[src/rtl/sar_rd_pkg.sv]
package sar_rd_pkg;
  typedef enum logic [2:0] {
    ST_IDLE  = 3'd0,
    ST_SETUP = 3'd1,
    ST_PULSE = 3'd2,
    ST_WLO   = 3'd3,
    ST_WHI   = 3'd4,
    ST_READ  = 3'd5,
    ST_HOLD  = 3'd6
  } seq_st_e;
endpackage

[src/rtl/sar_rd_gap.sv]
module sar_rd_gap #(
  parameter int ACQ_CYC = 400
) (
  input  logic clk,
  input  logic rst_n,
  input  logic load_i,
  output logic done_o
);
  localparam int GW = $clog2(ACQ_CYC + 1);

  logic [GW-1:0] cnt_q;

  always_ff @(posedge clk) begin
    if (!rst_n)
      cnt_q <= '0;
    else if (load_i)
      cnt_q <= GW'(ACQ_CYC - 1);
    else if (cnt_q != '0)
      cnt_q <= cnt_q - 1'b1;
  end

  assign done_o = (cnt_q == '0);
endmodule

[src/rtl/sar_rd_fsm.sv]
module sar_rd_fsm
  import sar_rd_pkg::*;
#(
  parameter int SETUP_CYC   = 2,
  parameter int PULSE_CYC   = 5,
  parameter int BUSY_TO_CYC = 2000,
  parameter int RD_CYC      = 4
) (
  input  logic    clk,
  input  logic    rst_n,
  input  logic    start_i,
  input  logic    busy_i,
  input  logic    slot_full_i,
  input  logic    gap_done_i,
  output seq_st_e st_o,
  output logic    gap_load_o,
  output logic    cap_o,
  output logic    err_o
);
  localparam int M1   = (SETUP_CYC > PULSE_CYC) ? SETUP_CYC : PULSE_CYC;
  localparam int M2   = (BUSY_TO_CYC > RD_CYC) ? BUSY_TO_CYC : RD_CYC;
  localparam int MAXC = (M1 > M2) ? M1 : M2;
  localparam int CW   = $clog2(MAXC + 1);

  localparam logic [CW-1:0] SETUP_LAST = CW'(SETUP_CYC - 1);
  localparam logic [CW-1:0] PULSE_LAST = CW'(PULSE_CYC - 1);
  localparam logic [CW-1:0] TO_LAST    = CW'(BUSY_TO_CYC - 1);
  localparam logic [CW-1:0] RD_LAST    = CW'(RD_CYC - 1);

  seq_st_e       st_q, st_d;
  logic [CW-1:0] cnt_q, cnt_d;
  logic          tmo, err_q;

  always_comb begin
    st_d       = st_q;
    cnt_d      = cnt_q + 1'b1;
    gap_load_o = 1'b0;
    cap_o      = 1'b0;
    tmo        = 1'b0;
    unique case (st_q)
      ST_IDLE: begin
        cnt_d = '0;
        if (start_i && gap_done_i && !slot_full_i && busy_i)
          st_d = ST_SETUP;
      end
      ST_SETUP: begin
        if (cnt_q == SETUP_LAST) begin
          cnt_d = '0;
          if (busy_i) begin
            st_d       = ST_PULSE;
            gap_load_o = 1'b1;
          end else begin
            st_d = ST_IDLE;
          end
        end
      end
      ST_PULSE: begin
        if (cnt_q == PULSE_LAST) begin
          cnt_d = '0;
          st_d  = ST_WLO;
        end
      end
      ST_WLO: begin
        if (!busy_i) begin
          cnt_d = '0;
          st_d  = ST_WHI;
        end else if (cnt_q == TO_LAST) begin
          cnt_d = '0;
          st_d  = ST_IDLE;
          tmo   = 1'b1;
        end
      end
      ST_WHI: begin
        if (busy_i) begin
          cnt_d = '0;
          st_d  = ST_READ;
        end else if (cnt_q == TO_LAST) begin
          cnt_d = '0;
          st_d  = ST_IDLE;
          tmo   = 1'b1;
        end
      end
      ST_READ: begin
        if (cnt_q == RD_LAST) begin
          cnt_d = '0;
          st_d  = ST_HOLD;
          cap_o = 1'b1;
        end
      end
      ST_HOLD: begin
        cnt_d = '0;
        if (gap_done_i)
          st_d = ST_IDLE;
      end
      default: begin
        cnt_d = '0;
        st_d  = ST_IDLE;
      end
    endcase
  end

  always_ff @(posedge clk) begin
    if (!rst_n) begin
      st_q  <= ST_IDLE;
      cnt_q <= '0;
      err_q <= 1'b0;
    end else begin
      st_q  <= st_d;
      cnt_q <= cnt_d;
      err_q <= tmo;
    end
  end

  assign st_o  = st_q;
  assign err_o = err_q;
endmodule

[src/rtl/sar_rd_drive.sv]
module sar_rd_drive
  import sar_rd_pkg::*;
#(
  parameter bit TRIG_ON_RC = 1'b1
) (
  input  seq_st_e st_i,
  output logic    cs_n_o,
  output logic    rc_n_o
);
  logic in_setup, in_pulse, in_read;

  assign in_setup = (st_i == ST_SETUP);
  assign in_pulse = (st_i == ST_PULSE);
  assign in_read  = (st_i == ST_READ);

  generate
    if (TRIG_ON_RC) begin : g_cs_leads
      assign cs_n_o = !(in_setup || in_pulse || in_read);
      assign rc_n_o = !in_pulse;
    end else begin : g_rc_leads
      assign cs_n_o = !(in_pulse || in_read);
      assign rc_n_o = !(in_setup || in_pulse);
    end
  endgenerate
endmodule

[src/rtl/sar_rd_slot.sv]
module sar_rd_slot #(
  parameter int DW = 16
) (
  input  logic          clk,
  input  logic          rst_n,
  input  logic          cap_i,
  input  logic [DW-1:0] data_i,
  input  logic          ready_i,
  output logic          valid_o,
  output logic [DW-1:0] data_o
);
  logic          vld_q;
  logic [DW-1:0] dat_q;

  always_ff @(posedge clk) begin
    if (!rst_n) begin
      vld_q <= 1'b0;
      dat_q <= '0;
    end else if (cap_i) begin
      vld_q <= 1'b1;
      dat_q <= data_i;
    end else if (vld_q && ready_i) begin
      vld_q <= 1'b0;
    end
  end

  assign valid_o = vld_q;
  assign data_o  = dat_q;
endmodule

[src/rtl/sar_read_seq.sv]
module sar_read_seq
  import sar_rd_pkg::*;
#(
  parameter int DW          = 16,
  parameter bit TRIG_ON_RC  = 1'b1,
  parameter int SETUP_CYC   = 2,
  parameter int PULSE_CYC   = 5,
  parameter int BUSY_TO_CYC = 2000,
  parameter int RD_CYC      = 4,
  parameter int ACQ_CYC     = 400
) (
  input  logic          clk,
  input  logic          rst_n,
  input  logic          start_i,
  input  logic          busy_i,
  output logic          cs_n_o,
  output logic          rc_n_o,
  input  logic [DW-1:0] rd_data_i,
  output logic          smp_valid_o,
  input  logic          smp_ready_i,
  output logic [DW-1:0] smp_data_o,
  output logic          tmo_err_o
);
  seq_st_e st;
  logic    gap_load, gap_done, cap;

  sar_rd_gap #(.ACQ_CYC(ACQ_CYC)) gap_i (
    .clk    (clk),
    .rst_n  (rst_n),
    .load_i (gap_load),
    .done_o (gap_done)
  );

  sar_rd_fsm #(
    .SETUP_CYC   (SETUP_CYC),
    .PULSE_CYC   (PULSE_CYC),
    .BUSY_TO_CYC (BUSY_TO_CYC),
    .RD_CYC      (RD_CYC)
  ) fsm_i (
    .clk         (clk),
    .rst_n       (rst_n),
    .start_i     (start_i),
    .busy_i      (busy_i),
    .slot_full_i (smp_valid_o),
    .gap_done_i  (gap_done),
    .st_o        (st),
    .gap_load_o  (gap_load),
    .cap_o       (cap),
    .err_o       (tmo_err_o)
  );

  sar_rd_drive #(.TRIG_ON_RC(TRIG_ON_RC)) drv_i (
    .st_i   (st),
    .cs_n_o (cs_n_o),
    .rc_n_o (rc_n_o)
  );

  sar_rd_slot #(.DW(DW)) slot_i (
    .clk     (clk),
    .rst_n   (rst_n),
    .cap_i   (cap),
    .data_i  (rd_data_i),
    .ready_i (smp_ready_i),
    .valid_o (smp_valid_o),
    .data_o  (smp_data_o)
  );
endmodule

[config.mk]
export PLATFORM = sky130hd
export DESIGN_NAME = sar_read_seq
export DESIGN_NICKNAME = d
export VERILOG_FILES = /design/src/rtl/sar_rd_pkg.sv /design/src/rtl/sar_rd_gap.sv /design/src/rtl/sar_rd_fsm.sv /design/src/rtl/sar_rd_drive.sv /design/src/rtl/sar_rd_slot.sv /design/src/rtl/sar_read_seq.sv
export SDC_FILE = /design/constraint.sdc
export NUM_CORES = 1
export LEC_CHECK = 0
export BUFFER_PORTS_ARGS = -buffer_cell sky130_fd_sc_hd__buf_2
export CAP_MARGIN = 5
export CORE_MARGIN = 1
export CORE_UTILIZATION = 48
export CTS_CLUSTER_DIAMETER = 150
export DETAILED_ROUTE_END_ITERATION = 12
export GPL_TIMING_DRIVEN = 0
export PLACE_DENSITY = 0.83
export SYNTH_ARGS = -nofsm -noshare
export SYNTH_HDL_FRONTEND = slang
export SYNTH_SLANG_ARGS = --single-unit
[constraint.sdc]
create_clock -name clk -period 2 [get_ports clk]
set_clock_uncertainty 0.1 [all_clocks]
set_input_delay 0.1 -clock clk [delete_from_list [all_inputs] [get_ports clk]]
set_output_delay 0.1 -clock clk [all_outputs]
set_load 0.05 [all_outputs]
* Word-level counts from Yosys, hierarchy flattened
Index checks and enable logic that the tools add are counted.
** Word-level totals
- Flip-flop bits (word level) :: 41
- Output and inout bits :: 20
** Cells by class
- Bitwise operators :: 1
- Add/subtract/negate cells :: 2
- Reduce and logical (&&, ||, !) cells :: 16
- Equality and inequality tests :: 15
- Muxes and demuxes :: 30
** Operators by type and width (count)
- two-way mux 11 bit :: 6
- one-hot mux 11 bit (5 select lines) :: 1
- two-way mux 3 bit :: 8
- one-hot mux 3 bit (7 select lines) :: 1
- two-way mux 9 bit :: 2
- adder 11 x 1 -> 11 bit, second input constant :: 1
- == test 11 x 1 -> 1 bit, second input constant :: 1
- == test 11 bit, second input constant :: 1
- == test 11 x 2 -> 1 bit, second input constant :: 1
- == test 11 x 3 -> 1 bit, second input constant :: 1
- two-way mux 1 bit :: 10
- == test 3 bit, second input constant :: 3
- zero test 9 bit :: 1
- nonzero test 9 bit :: 1
- subtractor 9 x 1 -> 9 bit, second input constant :: 1
- == test 3 x 2 -> 1 bit, second input constant :: 2
- inequality test 2 bit, second input constant :: 3
- AND reduction 5 bit :: 1
- logical AND 1 bit :: 4
- inequality test 2 x 1 -> 1 bit, second input constant :: 2
- nonzero test 2 bit :: 2
- == test 3 x 1 -> 1 bit, second input constant :: 1
- zero test 1 bit :: 3
- zero test 3 bit :: 1
- 5 further kinds :: 6

* Longest topological paths before layout
- Word-level depth :: 6
- Gate-level depth with buffers :: 8

* By module
From an unflattened synthesis, not the netlist that was laid out.
** Unflattened totals
- Cells, all modules :: 219
- Area, all modules :: 2050.7 um^2
** Modules (own cells, without submodules)
- sar_rd_fsm :: times used 1, seq. area each 300.3 um^2, area an instance 900.9 um^2, cells an instance 109
- sar_rd_slot :: times used 1, seq. area each 340.3 um^2, area an instance 649.4 um^2, cells an instance 54
- sar_rd_gap :: times used 1, seq. area each 180.2 um^2, area an instance 480.5 um^2, cells an instance 53
- sar_rd_drive :: times used 1, seq. area each 0.0 um^2, area an instance 20.0 um^2, cells an instance 3

* Worst setup path after synthesis
OpenSTA, ideal clock, no wires.
- Path kind :: register to register
- Start :: reg gap_i.cnt_q[3]
- End :: reg fsm_i.st_q[1], in the netlist fsm_i.st_o[1]
- Data arrival time :: 1.847 ns
- Slack :: -0.068 ns
- Stages on the path, launching flop included :: 7
- Clock period less this slack :: 2.068 ns
- Setup time :: 0.122 ns
- Cell sequence :: dfxtp_1 > or4_4 > or4_1 > buf_2 > a21oi_2 > nand2_2 > mux2i_1
** On the way
- Cells in the longest elaborated chain, start to end :: 6
- Elaborated cells between the ends (all ways) :: 7
- Those cells by class :: 2 x eq/ne; 5 x reduce/logical
** Ends and longest elaborated chain
- from (decl) :: line sar_rd_gap.sv:11 : logic [GW-1:0] cnt_q;
- from (signal assigned) :: line sar_rd_gap.sv:17 : cnt_q <= GW'(ACQ_CYC - 1);
- from (signal assigned) :: line sar_rd_gap.sv:19 : cnt_q <= cnt_q - 1'b1;
- zero test 9 bit * :: line sar_rd_gap.sv:22 : assign done_o = (cnt_q == '0);
- logical AND 1 bit (3 in a row) :: line sar_rd_fsm.sv:43 : if (start_i && gap_done_i && !slot_full_i && busy_i)
- inequality test 2 x 1 -> 1 bit (no line)
- AND reduction 5 bit (no line) *
- to (signal assigned) :: line sar_rd_fsm.sv:108 : st_q <= st_d;
- to (decl) :: line sar_rd_fsm.sv:30 : seq_st_e st_q, st_d;
Mark *: on every way between the ends. The rest lies on a longest branch, timed or not.
A chain may end at the register's enable or synchronous reset.

* Worst setup path in the final report
- Start :: reg gap_i.cnt_q[0]
- End :: reg gap_i.cnt_q[7]
** On the way
- Cells in the longest elaborated chain, start to end :: 3
- Elaborated cells between the ends (all ways) :: 5
- Those cells by class :: 1 x add/sub; 2 x mux; 2 x reduce/logical
** Ends and longest elaborated chain
- subtractor 9 x 1 -> 9 bit :: line sar_rd_gap.sv:19
- two-way mux 9 bit :: line sar_rd_gap.sv:18 : else if (cnt_q != '0)
- two-way mux 9 bit :: line sar_rd_gap.sv:16 : else if (load_i)
Parallel ways exist; a longest one is shown, timed or not. The select of a mux whose other input is x is not followed.

==> impl_results.md <==
- Status: finished with violations
- Failing checks: setup timing
- DRC viols: 0
- First-pass GRT wire length: 6.727 mm
- Sequential-to-total area share from yosys stat: 0.4370
- Synthesized instance count: 210
- M3 GR Usage: 0.07042
- # Max-Cap Violations: 0
- TritonCTS clock tree: built
- CP Capture Type: flip-flop
- Placed Instance Area: 2151 um^2
- Gpl congestion: roughly 0.83
- Antenna-violating nets left: 0
- Worst-path clk slew: 0.08 ns
- Worst Path Max Fanout: 3
- Area growth syn-to-layout: 37.97%
- Total gr overflow: 0
- CP startpoint: gap_i.cnt_q[0]$_SDFFE_PN0P_
- Hold crit path type: primary input to flip-flop
- Pwr/cell area: around 1100 nW/um^2
- Final Cycle Share: 1.019
- Worst flop-to-flop path startpoint: gap_i.cnt_q[0]$_SDFFE_PN0P_
- VDD IR max: 617.0 uV
- I/O pin cnt: between 40 and 50
- Detailed Routing Iterations Pass 1: 4
- Critical Path AT: 2.10 ns
- Post-Synth Adder-Cell Area: 0.02665
- HPWL Detailed: 2.719 mm
- Startpoint types: flip-flop
- Layout cell share with drive strength beyond 1: 0.3110
- Port buffer count: 40
- TritonCTS buffer count: 5
- #FFs+latches synth: 41
- Vias per cell: just over 5
- Finish-stage setup viols: 1
- Fin cells: 331
- Largest family of logic cells by synthesized area: simple AND/OR/NAND/NOR gates
- N_diodes: 0
- Max Fclk: 490.9 MHz
- Initial antenna violation count: 0
- Synth cell types: 45
- Placed insts: 298
- Register area: 834.6 um^2
- FF-to-FF End: gap_i.cnt_q[7]$_SDFFE_PN0P_
- # clock sinks: 41
- Post-Syn Area per Cell: 8.943 um^2
- Die width: between 60 and 70 um
- Worst Reg-to-Reg Cells: 7
- H-tree levels: 2
- 1st-iter DRT viols: 82
- Core Rows: 22
- Setup TNS: -0.03728 ns
- Largest net degree at the start of global routing: 14
- Yosys warning total: 0
- GRT Util Overall: 0.2120
- Syn_nets: about 240
- Clock buffer depth: 2
- Relative slew slack: 0.6804
- Area of the multi-input gates: 1050 um^2
- GR peak layer: met2
- Post-synthesis simple-gate area fraction: 0.2285
- Worst-Skew Late Latency: 0.30 ns
- Final min period: slightly above 2 ns
- Critical Path Sink: gap_i.cnt_q[7]$_SDFFE_PN0P_
- Routed wire per std cell: 14.02 um
- Finished Cell Area: between 2000 and 3000 um^2
- Core ar.: 3716 um^2
- Worst Tran Pin Value: about 0.47 ns
- Initial core utilization: 0.5054
- Area fraction in compound gates after synthesis: 0.09594
- R2R Setup Slk: -0.04 ns
- Unrepaired setup endpoints after global routing: yes
- DR vias: 1,693
- # fillers: 285
- Final hold viol count: 0
- Slew Viols, Final: 0
- Root buffer cell: clkbuf_8
- Crit Path Class: flip-flop to flip-flop
- Die area: 4167 um^2
- Post-synthesis xor/xnor area fraction: 0.06995
- Netlist Area Pre-Place: around 1900 um^2
- Met2 Track Usage GR: 0.3421
- Grt met1 use: 0.2571
- Final net count: 307
- Slack of the critical path: -0.03728 ns
- Die Y: 64.55 um
- Post-synthesis mux area share: 0.09594
- DRT Wirelength: about 4.6 mm
- Number of global-route vias before repair: 1,531
- CP required: a little over 2 ns
- LEAKAGE: 1.184 nW
repair_timing:
action / CTS / global route
setup buffers: 3 / 7
endpoints found under the hold margin: 17 / 0
gates resized for setup: 9 / 20
hold buffers: 17 / 0
endpoints found under the setup margin: 35 / 28
pin swaps: 2 / 3
per-layer routing:
metal | vias to the layer above | wire length, um
met5 | - | 0
met4 | 0 | 87
met3 | 8 | 207
met2 | 48 | 2405
met1 | 777 | 1941
li1 | 860 | -
cell families after synthesis:
logic type,after synthesis
and+or+nand+nor,87
DFF,41
AOI/OAI and AO/OA,27
buffers and inverters,18
muxes,18
xor gates and xnor gates,15
adders and majority gates,4
cell type report:
type | count | area share
Tap cell | 48 | 0.02318
Sequential cell | 41 | 0.3221
Buffer | 7 | 0.02028
Timing Repair Buffer | 67 | 0.1733
Clock inverter | 2 | 0.01497
Multi-Input combinational cell | 151 | 0.4051
Clock buffer | 6 | 0.02801
Inverter | 9 | 0.01304
how the worst min path moves through the flow:
stage | start | end | cells past startpoint
after floorplan | rd_data_i[0] | slot_i.data_o[0]$_SDFFE_PN0P_ | 2
after global placement | rd_data_i[11] | slot_i.data_o[11]$_SDFFE_PN0P_ | 3
after detailed placement | rd_data_i[4] | slot_i.data_o[4]$_SDFFE_PN0P_ | 3
after CTS | rst_n | fsm_i.st_o[0]$_SDFFE_PN0P_ | 3
after global routing | rst_n | fsm_i.st_o[0]$_SDFFE_PN0P_ | 3
final | rst_n | fsm_i.st_o[1]$_SDFFE_PN0P_ | 3
cell usage in the layout, fill, tap and decap left out, types with 2 or more instances in the layout:
cell type and count:
xor2_1 5, nand2b_1 2, buf_6 4, or4_4 2, nor3_1 4, clkbuf_1 4, mux2i_1 18, ha_1 3
inv_1 8, nor4_4 2, nor2_1 40, a31oi_1 2, or3b_2 2, nor2b_1 2, nand4_1 3, xnor2_1 10
o21ai_0 3, a21oi_1 8, buf_2 40, nand3_1 5, buf_4 9, dfxtp_2 8, nand2_1 13, clkbuf_8 5
dlygate4sd3_1 17, dfxtp_1 32
cells in the mapped netlist, drive strengths merged:
cell type / instances / area (um^2)
a211o: 1 / 8.760
a211oi: 1 / 7.510
a21o: 1 / 7.510
a21oi: 9 / 48.80
a22o: 1 / 8.760
a31oi: 3 / 18.77
a32o: 1 / 10.01
a41oi: 1 / 8.760
and2: 1 / 6.260
and2b: 1 / 8.760
and3b: 1 / 8.760
and4: 1 / 8.760
buf: 5 / 37.53
clkbuf: 4 / 15.01
dfxtp: 41 / 820.8
ha: 4 / 50.05
inv: 9 / 33.78
mux2i: 18 / 180.2
nand2: 14 / 55.06
nand2b: 2 / 12.51
nand3: 5 / 25.02
nand3b: 1 / 7.510
nand4: 3 / 18.77
nor2: 40 / 150.1
nor2b: 2 / 12.51
nor3: 4 / 20.02
nor3b: 1 / 7.510
nor4: 3 / 18.77
o21a: 1 / 7.510
o21ai: 5 / 25.02
o311ai: 1 / 8.760
o31ai: 2 / 20.02
or2: 1 / 6.260
or2b: 1 / 8.760
or3: 1 / 7.510
or3b: 2 / 17.52
or4: 2 / 18.77
or4b: 1 / 10.01
xnor2: 10 / 87.58
xor2: 5 / 43.79
critical path: stages (launching register included):
cell	delay (ns)
dfxtp_2	0.35
inv_2	0.07
ha_4	0.13
or4b_2	0.59
o21ai_2	0.20
nor2_1	0.10
xnor2_1	0.25
a21oi_1	0.11
power by group:
part           internal [mW]  switching [mW]  leakage (nW)  total (mW)
registers              0.919           0.101         0.336        1.02
clock network          0.375           0.296        0.0554       0.670
logic                  0.573           0.602         0.792        1.18
registers in the layout, summed over array words and instances (netlist names):
| signal | cells |
|---|---|
| fsm_i.err_o | 1 |
| slot_i.data_o | 16 |
| fsm_i.cnt_q | 11 |
| fsm_i.st_o | 3 |
| gap_i.cnt_q | 9 |
| slot_i.valid_o | 1 |
per-stage QoR:
stage	util	setup WS, ns	total power, mW	hold slack, ns
floorplan	-	0.01071	1.775	0.1439
global placement	0.5788	-0.2971	1.916	0.2269
detailed placement	0.5788	-0.3061	1.947	0.2410
CTS	0.6650	-0.02458	2.671	0.008477
global route	0.6973	-0.08071	3.008	0.02536
finish	0.6973	-0.03728	2.866	0.01643
(Power assumes the default switching activity.)
